$ cat src/rtl/pout_pkg.sv
package pout_pkg;

    localparam logic [7:0] OPC_IMM_BYTE = 8'hE6;
    localparam logic [7:0] OPC_IMM_WIDE = 8'hE7;
    localparam logic [7:0] OPC_REG_BYTE = 8'hEE;
    localparam logic [7:0] OPC_REG_WIDE = 8'hEF;

    typedef enum logic [1:0] {
        SZ_BYTE  = 2'd0,
        SZ_WORD  = 2'd1,
        SZ_DWORD = 2'd2
    } io_size_e;

    typedef enum logic [2:0] {
        ST_IDLE,
        ST_CHECK,
        ST_ISSUE,
        ST_DRAIN,
        ST_DONE,
        ST_UD,
        ST_GP
    } ctrl_state_e;

endpackage

$ cat src/rtl/pout_decode.sv
module pout_decode
    import pout_pkg::*;
#(
    parameter int ADDR_W = 16,
    parameter int IMM_W  = 8
) (
    input  logic [7:0]        opcode,
    input  logic [IMM_W-1:0]  imm,
    input  logic [ADDR_W-1:0] dx_val,
    input  logic              opsize32,
    output logic              known,
    output logic [ADDR_W-1:0] port_addr,
    output io_size_e          size
);

    logic use_imm;
    logic narrow;

    always_comb begin
        known   = 1'b1;
        use_imm = 1'b0;
        narrow  = 1'b0;
        unique case (opcode)
            OPC_IMM_BYTE: begin use_imm = 1'b1; narrow = 1'b1; end
            OPC_IMM_WIDE: begin use_imm = 1'b1; narrow = 1'b0; end
            OPC_REG_BYTE: begin use_imm = 1'b0; narrow = 1'b1; end
            OPC_REG_WIDE: begin use_imm = 1'b0; narrow = 1'b0; end
            default:      known = 1'b0;
        endcase
    end

    // immediate form: zero-extended, upper address bits forced low
    assign port_addr = use_imm ? ADDR_W'(imm) : dx_val;

    always_comb begin
        if (narrow)        size = SZ_BYTE;
        else if (opsize32) size = SZ_DWORD;
        else               size = SZ_WORD;
    end

endmodule

$ cat src/rtl/pout_lane.sv
module pout_lane
    import pout_pkg::*;
#(
    parameter int DATA_W = 32
) (
    input  io_size_e            size,
    input  logic [DATA_W-1:0]   acc,
    output logic [DATA_W/8-1:0] be,
    output logic [DATA_W-1:0]   data
);

    localparam int LANES = DATA_W / 8;

    int nbytes;

    always_comb begin
        unique case (size)
            SZ_BYTE:  nbytes = 1;
            SZ_WORD:  nbytes = 2;
            SZ_DWORD: nbytes = 4;
            default:  nbytes = 0;
        endcase
    end

    for (genvar g = 0; g < LANES; g++) begin : g_lane
        assign be[g]           = (nbytes > g);
        assign data[8*g +: 8]  = be[g] ? acc[8*g +: 8] : 8'h00;
    end

endmodule

$ cat src/rtl/pout_ctrl.sv
module pout_ctrl
    import pout_pkg::*;
(
    input  logic clk,
    input  logic rst_n,
    input  logic ins_valid,
    input  logic known,
    input  logic lock_pfx,
    input  logic chk_done,
    input  logic chk_ok,
    input  logic io_ready,
    input  logic wbuf_empty,
    output logic ins_ready,
    output logic capture,
    output logic chk_req,
    output logic io_valid,
    output logic stall,
    output logic done,
    output logic fault_ud,
    output logic fault_gp
);

    ctrl_state_e state, state_nx;

    always_ff @(posedge clk) begin
        if (!rst_n) state <= ST_IDLE;
        else        state <= state_nx;
    end

    always_comb begin
        state_nx = state;
        unique case (state)
            ST_IDLE: begin
                if (ins_valid && known) state_nx = lock_pfx ? ST_UD : ST_CHECK;
            end
            ST_CHECK: begin
                if (chk_done) state_nx = chk_ok ? ST_ISSUE : ST_GP;
            end
            ST_ISSUE: begin
                if (io_ready) state_nx = ST_DRAIN;
            end
            ST_DRAIN: begin
                if (wbuf_empty) state_nx = ST_DONE;
            end
            ST_DONE, ST_UD, ST_GP: state_nx = ST_IDLE;
            default: state_nx = ST_IDLE;
        endcase
    end

    always_comb begin
        ins_ready = 1'b0;
        chk_req   = 1'b0;
        io_valid  = 1'b0;
        done      = 1'b0;
        fault_ud  = 1'b0;
        fault_gp  = 1'b0;
        unique case (state)
            ST_IDLE:  ins_ready = 1'b1;
            ST_CHECK: chk_req   = 1'b1;
            ST_ISSUE: io_valid  = 1'b1;
            ST_DRAIN: ;
            ST_DONE:  done      = 1'b1;
            ST_UD:    fault_ud  = 1'b1;
            ST_GP:    fault_gp  = 1'b1;
            default:  ;
        endcase
        stall   = !ins_ready;
        capture = ins_ready && ins_valid && known;
    end

endmodule

$ cat src/rtl/port_out_issuer.sv
module port_out_issuer
    import pout_pkg::*;
#(
    parameter int ADDR_W = 16,
    parameter int DATA_W = 32,
    parameter int IMM_W  = 8
) (
    input  logic              clk,
    input  logic              rst_n,
    input  logic              ins_valid,
    output logic              ins_ready,
    input  logic [7:0]        opcode,
    input  logic [IMM_W-1:0]  imm,
    input  logic              opsize32,
    input  logic              lock_pfx,
    input  logic [ADDR_W-1:0] dx_val,
    input  logic [DATA_W-1:0] acc_val,
    output logic              chk_req,
    input  logic              chk_done,
    input  logic              chk_ok,
    output logic              io_valid,
    input  logic              io_ready,
    output logic [ADDR_W-1:0] io_addr,
    output logic [DATA_W-1:0] io_data,
    output logic [DATA_W/8-1:0] io_be,
    output logic [1:0]        io_size,
    input  logic              wbuf_empty,
    output logic              stall,
    output logic              done,
    output logic              fault_ud,
    output logic              fault_gp
);

    logic              dec_known;
    logic [ADDR_W-1:0] dec_addr;
    io_size_e          dec_size;
    logic              capture;

    logic [ADDR_W-1:0] req_addr;
    logic [DATA_W-1:0] req_acc;
    io_size_e          req_size;

    pout_decode #(.ADDR_W(ADDR_W), .IMM_W(IMM_W)) u_decode (
        .opcode    (opcode),
        .imm       (imm),
        .dx_val    (dx_val),
        .opsize32  (opsize32),
        .known     (dec_known),
        .port_addr (dec_addr),
        .size      (dec_size)
    );

    pout_ctrl u_ctrl (
        .clk        (clk),
        .rst_n      (rst_n),
        .ins_valid  (ins_valid),
        .known      (dec_known),
        .lock_pfx   (lock_pfx),
        .chk_done   (chk_done),
        .chk_ok     (chk_ok),
        .io_ready   (io_ready),
        .wbuf_empty (wbuf_empty),
        .ins_ready  (ins_ready),
        .capture    (capture),
        .chk_req    (chk_req),
        .io_valid   (io_valid),
        .stall      (stall),
        .done       (done),
        .fault_ud   (fault_ud),
        .fault_gp   (fault_gp)
    );

    always_ff @(posedge clk) begin
        if (!rst_n) begin
            req_addr <= '0;
            req_acc  <= '0;
            req_size <= SZ_BYTE;
        end else if (capture) begin
            req_addr <= dec_addr;
            req_acc  <= acc_val;
            req_size <= dec_size;
        end
    end

    pout_lane #(.DATA_W(DATA_W)) u_lane (
        .size (req_size),
        .acc  (req_acc),
        .be   (io_be),
        .data (io_data)
    );

    assign io_addr = req_addr;
    assign io_size = req_size;

endmodule

$ cat config.mk
export PLATFORM = sky130hd
export DESIGN_NAME = port_out_issuer
export DESIGN_NICKNAME = d
export VERILOG_FILES = /design/src/rtl/pout_pkg.sv /design/src/rtl/pout_decode.sv /design/src/rtl/pout_lane.sv /design/src/rtl/pout_ctrl.sv /design/src/rtl/port_out_issuer.sv
export SDC_FILE = /design/constraint.sdc
export NUM_CORES = 1
export LEC_CHECK = 0
export BUFFER_PORTS_ARGS = -buffer_cell sky130_fd_sc_hd__buf_2
export CORE_AREA = 2 2 85 87
export CTS_CLUSTER_DIAMETER = 200
export CTS_CLUSTER_SIZE = 40
export DETAILED_ROUTE_END_ITERATION = 16
export DIE_AREA = 0 0 87 89
export GPL_ROUTABILITY_DRIVEN = 0
export PLACE_DENSITY = 0.7
export SYNTH_ARGS = -nofsm -noshare
export SYNTH_HDL_FRONTEND = slang
export SYNTH_SLANG_ARGS = --single-unit
$ cat constraint.sdc
create_clock -name clk -period 2.05 [get_ports clk]
set_input_delay 0.3075 -clock clk [delete_from_list [all_inputs] [get_ports clk]]
set_output_delay 0.3075 -clock clk [all_outputs]
set_load 0.005 [all_outputs]
=== Yosys cells after proc, flatten, opt, wreduce, memory -nomap -nowiden ===
Cells that the tools add are included.

* Flip-flop bits (word level): 53
* Logic and storage cells: 58
* Output and inout port bits: 61
* Bits of input ports: 73

* Reduce and logical (&&, ||, !) cells: 10
* Equal/unequal tests: 16
* $lt $le $gt $ge: 4
* Muxes and demuxes: 24

{| class="wikitable"
|+ Operator list
! kind !! number
|-
| 8-bit == test, second input constant || 4
|-
| 8-bit two-way mux || 4
|-
| 3-bit two-way mux || 6
|-
| 16-bit two-way mux || 1
|-
| 3-bit case mux with 4 select lines || 1
|-
| 3-bit == test, second input constant || 3
|-
| 1-bit two-way mux || 9
|-
| 3-bit case mux with 3 select lines || 1
|-
| 3-bit by 2-bit == test with 1-bit output, second input constant || 2
|-
| 3-bit by 1-bit greater-than comparator with 1-bit output, second input constant || 2
|-
| 3-bit by 2-bit greater-than comparator with 1-bit output, second input constant || 2
|-
| 2-bit inequality test, second input constant || 3
|-
| 2-bit two-way mux || 2
|-
| 4-bit AND reduction || 1
|-
| 2-bit OR reduction || 2
|-
| 4-bit OR reduction || 1
|-
| 3-bit by 1-bit == test with 1-bit output, second input constant || 1
|-
| 1-bit logical AND || 3
|-
| 3-bit logical NOT || 1
|-
| 2-bit by 1-bit == test with 1-bit output, second input constant || 1
|-
| 2-bit == test, second input constant || 1
|-
| 2-bit logical NOT || 1
|-
| 2-bit by 1-bit inequality test with 1-bit output, second input constant || 1
|-
| 1-bit logical NOT || 1
|}

=== Depth between registers and ports, before layout ===
Gate-level depths: netlist (run 1).

* Word-level depth: 6
* Gate-level depth with buffers: 6
* Mapped depth without buffers: 4

=== Modules after synthesis ===
Synthesis (run 1) repeated with hierarchy kept, for this count alone.

* Cell total of the unflattened synthesis: 255
* Area total of the unflattened synthesis: 2651.3 um^2

{| class="wikitable"
|+ By module, submodules not included
! module !! cells each !! area each (um^2) !! instances !! sequential area each (um^2)
|-
| port_out_issuer || 161 || 1919.3 || 1 || 1001.0
|-
| pout_lane || 41 || 299.0 || 1 || 0.0
|-
| pout_ctrl || 29 || 216.5 || 1 || 60.1
|-
| pout_decode || 24 || 216.5 || 1 || 0.0
|}

=== Worst setup path after synthesis (run 1) ===
No wires, ideal clock.

* Path type: register to register
* Start: reg u_ctrl.state[2]
* End: reg req_size[0] (netlist: io_size[0])
* Setup slack: 0.587 ns
* Path buffers: 2
* Required time: 1.978 ns
* Clock period less this slack: 1.463 ns
* Stages on the path, launching flop included: 7
* Data arrival time: 1.391 ns
* Setup time: 0.072 ns
* Cell sequence: dfxtp_1 or3_4 clkinv_4 and3_4 buf_12 buf_12 mux2i_1

* Cells in the longest elaborated chain, start to end: 4

{| class="wikitable"
|+ RTL lines
! element !! line !! source
|-
| start: declaration || pout_ctrl.sv:23 || <nowiki>ctrl_state_e state, state_nx;</nowiki>
|-
| start signal: assignment || pout_ctrl.sv:27 || <nowiki>else state <= state_nx;</nowiki>
|-
| 3-bit logical NOT || pout_ctrl.sv:57 || <nowiki>unique case (state)</nowiki>
|-
| 1-bit two-way mux || pout_ctrl.sv:57 ||
|-
| via ins_ready || port_out_issuer.sv:11 || <nowiki>output logic ins_ready,</nowiki>
|-
| 1-bit logical AND (2 in series) || pout_ctrl.sv:68 || <nowiki>capture = ins_ready && ins_valid && known;</nowiki>
|-
| end signal: assignment || port_out_issuer.sv:81 || <nowiki>req_size <= dec_size;</nowiki>
|-
| end: declaration || port_out_issuer.sv:41 || <nowiki>io_size_e req_size;</nowiki>
|}

The timed path passes the listed nets, and every way through them passes these cells.
A chain may end at the register's enable or synchronous reset.

=== Worst setup path after layout (run 1) ===
* Start: reg req_size[1] (netlist: io_size[1])
* End: out io_data[29]

* Cells in the longest elaborated chain, start to end: 4
* Elaborated cells on any way between the ends: 6
* Classes of those cells: order compare: 1; eq/ne: 2; mux: 2; reduce/logical: 1

{| class="wikitable"
|+ RTL lines
! element !! line !! source
|-
| 2-bit == test, or another cell as far along || pout_lane.sv:17 || <nowiki>unique case (size)</nowiki>
|-
| 3-bit case mux with 3 select lines * || pout_lane.sv:17 ||
|-
| 3-bit by 2-bit greater-than comparator with 1-bit output * || pout_lane.sv:26 || <nowiki>assign be[g] = (nbytes > g);</nowiki>
|-
| 8-bit two-way mux * || pout_lane.sv:27 || <nowiki>assign data[8*g +: 8] = be[g] ? acc[8*g +: 8] : 8'h00;</nowiki>
|-
| end: declaration || port_out_issuer.sv:24 || <nowiki>output logic [DATA_W-1:0] io_data,</nowiki>
|}

Mark *: on every way between the ends. The rest lies on a longest branch, timed or not.

==> results of run 1 <==
## routing by layer
metal / track usage / vias to the layer above / share of wire
li1: - / 1220 / -
met1: 0.193 / 1056 / 0.46
met2: 0.259 / 94 / 0.46
met3: 0.0332 / 2 / 0.076
met4: 0.0511 / 0 / 0.0050
met5: 0 / - / 0
## logic make-up (layout without fill, tap and decap cells)
logic type / Yosys count / count (layout) / synth area share
and+or+nand+nor: 139 / 139 / 0.264
adders and majority gates: 2 / 2 / 0.00941
DFF: 53 / 53 / 0.399
muxes: 51 / 51 / 0.192
AOI/OAI and AO/OA: 17 / 17 / 0.0550
buffers and inverters: 29 / 153 / 0.0804
## final timing paths
path,startpoint,to,slack [ns],cells past startpoint
max reg2reg,u_ctrl.state[2]$_SDFFE_PN0P_,req_acc[17]$_SDFFE_PN0P_,0.36,5
min reg2reg,req_acc[9]$_SDFFE_PN0P_,req_acc[9]$_SDFFE_PN0P_,0.46,2
max,io_size[1]$_SDFFE_PN0P_,io_data[29],0.25,3
min,acc_val[3],req_acc[3]$_SDFFE_PN0P_,0.24,3
## cells in the final DEF, fill, tap and decap left out, types with 2 or more instances in the layout
cell,instances
buf_12,2
nand3_1,8
o211a_1,8
mux2i_1,50
inv_1,4
buf_4,5
and3b_1,3
and2_1,16
buf_2,133
dfxtp_1,53
nor2b_1,18
nor3b_1,4
clkbuf_8,6
o311ai_0,2
ha_1,2
nand2_1,75
nand4_1,8
## power by group
group	leakage, µW	internal (µW)	total, µW	switching (µW)
clock	0.0000574	397	732	335
sequential	0.000427	1030	1040	2.41
combinational	0.00122	86.0	169	82.7
total	0.00171	1520	1940	420
## worst register-to-register path: stages, from the launching register on
cell      delay (ns)
dfxtp_1         0.39
or3_4           0.38
clkinv_4        0.09
and3_4          0.19
buf_12          0.29
mux2i_1         0.28
## through the flow
| stage | instances | hold slack, ns |
|---|---|---|
| floorplan | 291 | 0.430 |
| global placement | 487 | 0.437 |
| detailed placement | 487 | 0.444 |
| CTS | 495 | 0.229 |
| global route | 495 | 0.235 |
| finish | 495 | 0.240 |
## sequential cells by signal (all words and copies together) (netlist names)
name	cells
io_addr	16
io_size	2
req_acc	32
u_ctrl.state	3
## cell type report
type	instances	area, µm²	area share
well taps	80	100	0.0292
flip-flops and latches	53	1060	0.309
clock buffers	6	82.6	0.0241
multi-input cells	209	1390	0.403
inverters	5	23.8	0.00692
repair buffers	140	743	0.216
clock inverters	2	37.5	0.0109
==> flow_summary.ini, run 1 <==
[grt]
grt_pass1_wl_mm = 9.52
grt_max_degree = 52
grt_overflow = 0
antenna_found_initial = 0
grt_pass1_vias = 2179
track_usage = 0.153

[finish]
n_antenna_cell = 0
drive_gt1_frac = 0.366
finalNetCount = 489
fin_area_um2 = 3430
utilization = 0.511
area_delta_synth_final_pct = 29.1
fillers = 657

[clock_tree]
clkTransAtPathRegs_ns = 0.10
postCtsResizedCells = 0
cts_made_buffers = 5
post_cts_buffers = 0
cts_htree_levels = 2
root_buffer = clkbuf_8
clk_latency_ns = 0.30
clk_path_buf_depth = 2
clock_sinks = 53
cts_tree = done
hold_buffers = 0

[sta]
finalClockSkew_ns = 0.00510
setup_viol = 0
fin_crit_ns = 1.80
timing.final.max_slew_violations = 0
grt_setup_unrepaired = no
fin_setup_tns_ns = 0
final_hold_viol_count = 0
fin_ws_ns = 0.252
slew_headroom = 0.599
timing.fmax_mhz = 556
period_share = 0.877
worst_pin_slew_ns = 0.594

[logic_synthesis]
synth_commonest_cells = 75 x nand2_1, 53 x dfxtp_1, 50 x mux2i_1, 18 x nor2b_1, 16 x and2_1
syn_area_per_cell_um2 = 9.14
synth_top_area_share = 0.399
synth_edf_count = 0
synthTopCellsByArea = dfxtp_1 40%, mux2i_1 19%, nand2_1 11%, nor2b_1 4.2%, and2_1 3.8%
async_flop_share = 0
yosysWarningCount = 0
synth-seq-area-share = 0.399
ys_types = 34
yosys.cell_count.top_type = nand2_1
syn_area_um2 = 2660
yosysTopAreaCell = dfxtp_1
ys_ff_latch = 53
synthCells = 291
synthFlopType = dfxtp_1
synth_nets = 366

[floorplanning]
io_pins = 134
core-area_um2 = 6720
die_h_um = 89
start_util = 0.396
core.rowCount = 30
die_w_um = 87
design.die.area_um2 = 7740

[setup_path]
path_max_fanout = 18
crit_type = reg2out
cp_slowest_cell = ha_1
cp_num_buf_inv = 1
path_cells = ha_1, and2_1, buf_2
slowest_delay_ns = 0.47
start_kind = flip-flop
crit_required_ns = 1.74
end_kind = primary output
crit_arrival_ns = 1.49
path_delay_family = adder cells

[routing]
drtPass1Iterations = 4
drtIter0Drc = 92
avgRoutedWirePerCell_um = 12.1
vias = 2372
drt-total-wl_mm = 5.98
postRouteAntennaNets = 0
drc_errors = 0
vias_per_cell = 4.79

[placement]
post-place-ws_ns = 0.388
hpwlAfterDp_mm = 4.45
placed_area_um2 = 3310
io_buffers = 133

[power]
p_total_uw = 1940
peakVddDrop_v = 0.000313
p_per_area_nw_per_um2 = 564
p_leak_uw = 0.00171

[run_status]
status = finished clean

[hold_path]
hold_class = in2reg

[job]
cap_violations = 0
Power figures use the tool's default switching activity.
==> run 2, diff against run 1 <==
--- a/config.mk
+++ b/config.mk
@@ -5,14 +5,13 @@
 export SDC_FILE = /design/constraint.sdc
 export NUM_CORES = 1
 export LEC_CHECK = 0
-export BUFFER_PORTS_ARGS = -buffer_cell sky130_fd_sc_hd__buf_2
 export CORE_AREA = 2 2 85 87
 export CTS_CLUSTER_DIAMETER = 200
 export CTS_CLUSTER_SIZE = 40
 export DETAILED_ROUTE_END_ITERATION = 16
 export DIE_AREA = 0 0 87 89
+export DONT_BUFFER_PORTS = 1
 export GPL_ROUTABILITY_DRIVEN = 0
-export PLACE_DENSITY = 0.7
 export SYNTH_ARGS = -nofsm -noshare
 export SYNTH_HDL_FRONTEND = slang
 export SYNTH_SLANG_ARGS = --single-unit
==> flow_summary.ini, run 2 (synthesized netlist as in run 1, its figures left out) <==
[run_status]
status = finished clean

[sta]
finalClockSkew_ns = 0.00374
hold_slack_ns = 0.129
final_hold_viol_count = 0
period_share = 0.901
worst_pin_slew_ns = 0.561
fin_ws_ns = 0.203
grt_setup_unrepaired = no
timing.fmax_mhz = 541
fin_setup_tns_ns = 0
timing.final.max_slew_violations = 0
fin_crit_ns = 1.85
setup_viol = 0
slew_headroom = 0.626

[finish]
regMostFlops = req_acc
area_delta_synth_final_pct = 1.13
layout_commonest_cell = nand2_1
largest_reg_flops = 32
layout_common_cells = 75 x nand2_1, 53 x dfxtp_1, 50 x mux2i_1
finalNetCount = 351
n_antenna_cell = 0
fillers = 702
drive_gt1_frac = 0.0397

[hold_path]
worstHoldPathCells = 1
hold_class = in2reg
hold_start = rst_n
min_to = u_ctrl.state[0]$_SDFFE_PN0P_

[placement]
post-place-ws_ns = 0.385
io_buffers = 0
hpwlAfterDp_mm = 3.83

[power]
p_switching_uw = 352
p_seq_frac = 0.624
peakVddDrop_v = 0.000249
p_sw_frac = 0.212
p_comb_frac = 0.035
p_leak_uw = 0.00104
internal-power_uw = 1310
clkPwrFrac = 0.341
p_per_area_nw_per_um2 = 617

[routing]
drc_errors = 0
avgRoutedWirePerCell_um = 15.3
drtPass1Iterations = 4
vias = 1870
postRouteAntennaNets = 0
drtIter0Drc = 36
drt-total-wl_mm = 5.47
vias_per_cell = 5.24

[floorplanning]
die_h_um = 89
die_w_um = 87
design.die.area_um2 = 7740
start_util = 0.396
core.rowCount = 30
core-area_um2 = 6720
io_pins = 134

[setup_path]
crit_arrival_ns = 1.54
rr_startpoint = u_ctrl.state[1]$_SDFFE_PN0P_
path_cells = ha_1, and2_1
reg2regPathDepth = 5
slowest_delay_ns = 0.55
cp_slowest_cell = ha_1
end_kind = primary output
start_kind = flip-flop
r2r_slack_ns = 0.36
crit_type = reg2out
crit_required_ns = 1.74
path_max_fanout = 18
r2r-end = req_acc[16]$_SDFFE_PN0P_

[grt]
grt.met3_usage = 0.0462
grt_pass1_wl_mm = 8.30
grt_use_met2 = 0.221
grt_pass1_vias = 1692
antenna_found_initial = 0
grt_overflow = 0
track_usage = 0.136
globalRoute.busiestLayer = met2
use_met1 = 0.170
grt_max_degree = 95

[clock_tree]
cts_made_buffers = 5
clk_latency_ns = 0.30
hold_buffers = 0
postCtsResizedCells = 0
clk_path_buf_depth = 2
cts_tree = done
post_cts_buffers = 0
clock_sinks = 53
root_buffer = clkbuf_8
clkTransAtPathRegs_ns = 0.09
cts_htree_levels = 2

[job]
cap_violations = 0
==> run 2: stage by stage <==
step / total power [µW] / utilization / std cells / area [µm²]
6_report: 1660 / 0.400 / 357 / 2690
5_1_grt: 1750 / 0.400 / 357 / 2690
4_1_cts: 1700 / 0.400 / 357 / 2690
3_5_place_dp: 1120 / 0.388 / 349 / 2610
3_3_place_gp: 1120 / 0.388 / 349 / 2610
2_1_floorplan: 1140 / - / 291 / 2660
==> run 2: power by group through the flow <==
stage          registers [µW]  clock network (µW)  logic, µW
4_1_cts                  1040                 601       59.1
3_3_place_gp             1060                   0       58.4
6_report                 1040                 566       57.6
3_5_place_dp             1060                   0       58.9
5_1_grt                  1040                 642       65.5
2_1_floorplan            1060                   0       81.8
==> run 2: how the worst max path moves through the flow <==
| stage | from | end | slack, ns | cells past startpoint |
|---|---|---|---|---|
| 2_1_floorplan | u_ctrl.state[2]$_SDFFE_PN0P_ | io_size[0]$_SDFFE_PN0P_ | 0.59 | 6 |
| 3_3_place_gp | u_ctrl.state[0]$_SDFFE_PN0P_ | req_acc[27]$_SDFFE_PN0P_ | 0.42 | 5 |
| 3_5_place_dp | u_ctrl.state[0]$_SDFFE_PN0P_ | req_acc[16]$_SDFFE_PN0P_ | 0.38 | 5 |
| 4_1_cts | io_size[1]$_SDFFE_PN0P_ | io_data[25] | 0.11 | 2 |
| 5_1_grt | io_size[1]$_SDFFE_PN0P_ | io_data[25] | 0.04 | 2 |
| 6_report | io_size[1]$_SDFFE_PN0P_ | io_data[25] | 0.20 | 2 |
==> run 2: critical path, delay by kind of cell, from the launching register on <==
| kind | cells | cell delay (ns) |
|---|---|---|
| fa+ha+maj | 1 | 0.55 |
| flops | 1 | 0.43 |
| simple gates | 1 | 0.25 |
==> run 2: metal layers <==
layer  routed length, µm  vias to the layer above
met5                   0                        -
met4                  63                        0
met3                 524                        6
met2                2470                       92
met1                2420                      825
li1                    -                      947
==> run 2: final cells by class <==
class / count / area [µm²] / area share
inverter: 5 / 23.8 / 0.00884
tap: 80 / 100 / 0.0372
timing repair buffer: 2 / 40.0 / 0.0149
multi-input combinational: 209 / 1390 / 0.515
sequential: 53 / 1060 / 0.394
clock buffer: 8 / 80.1 / 0.0298
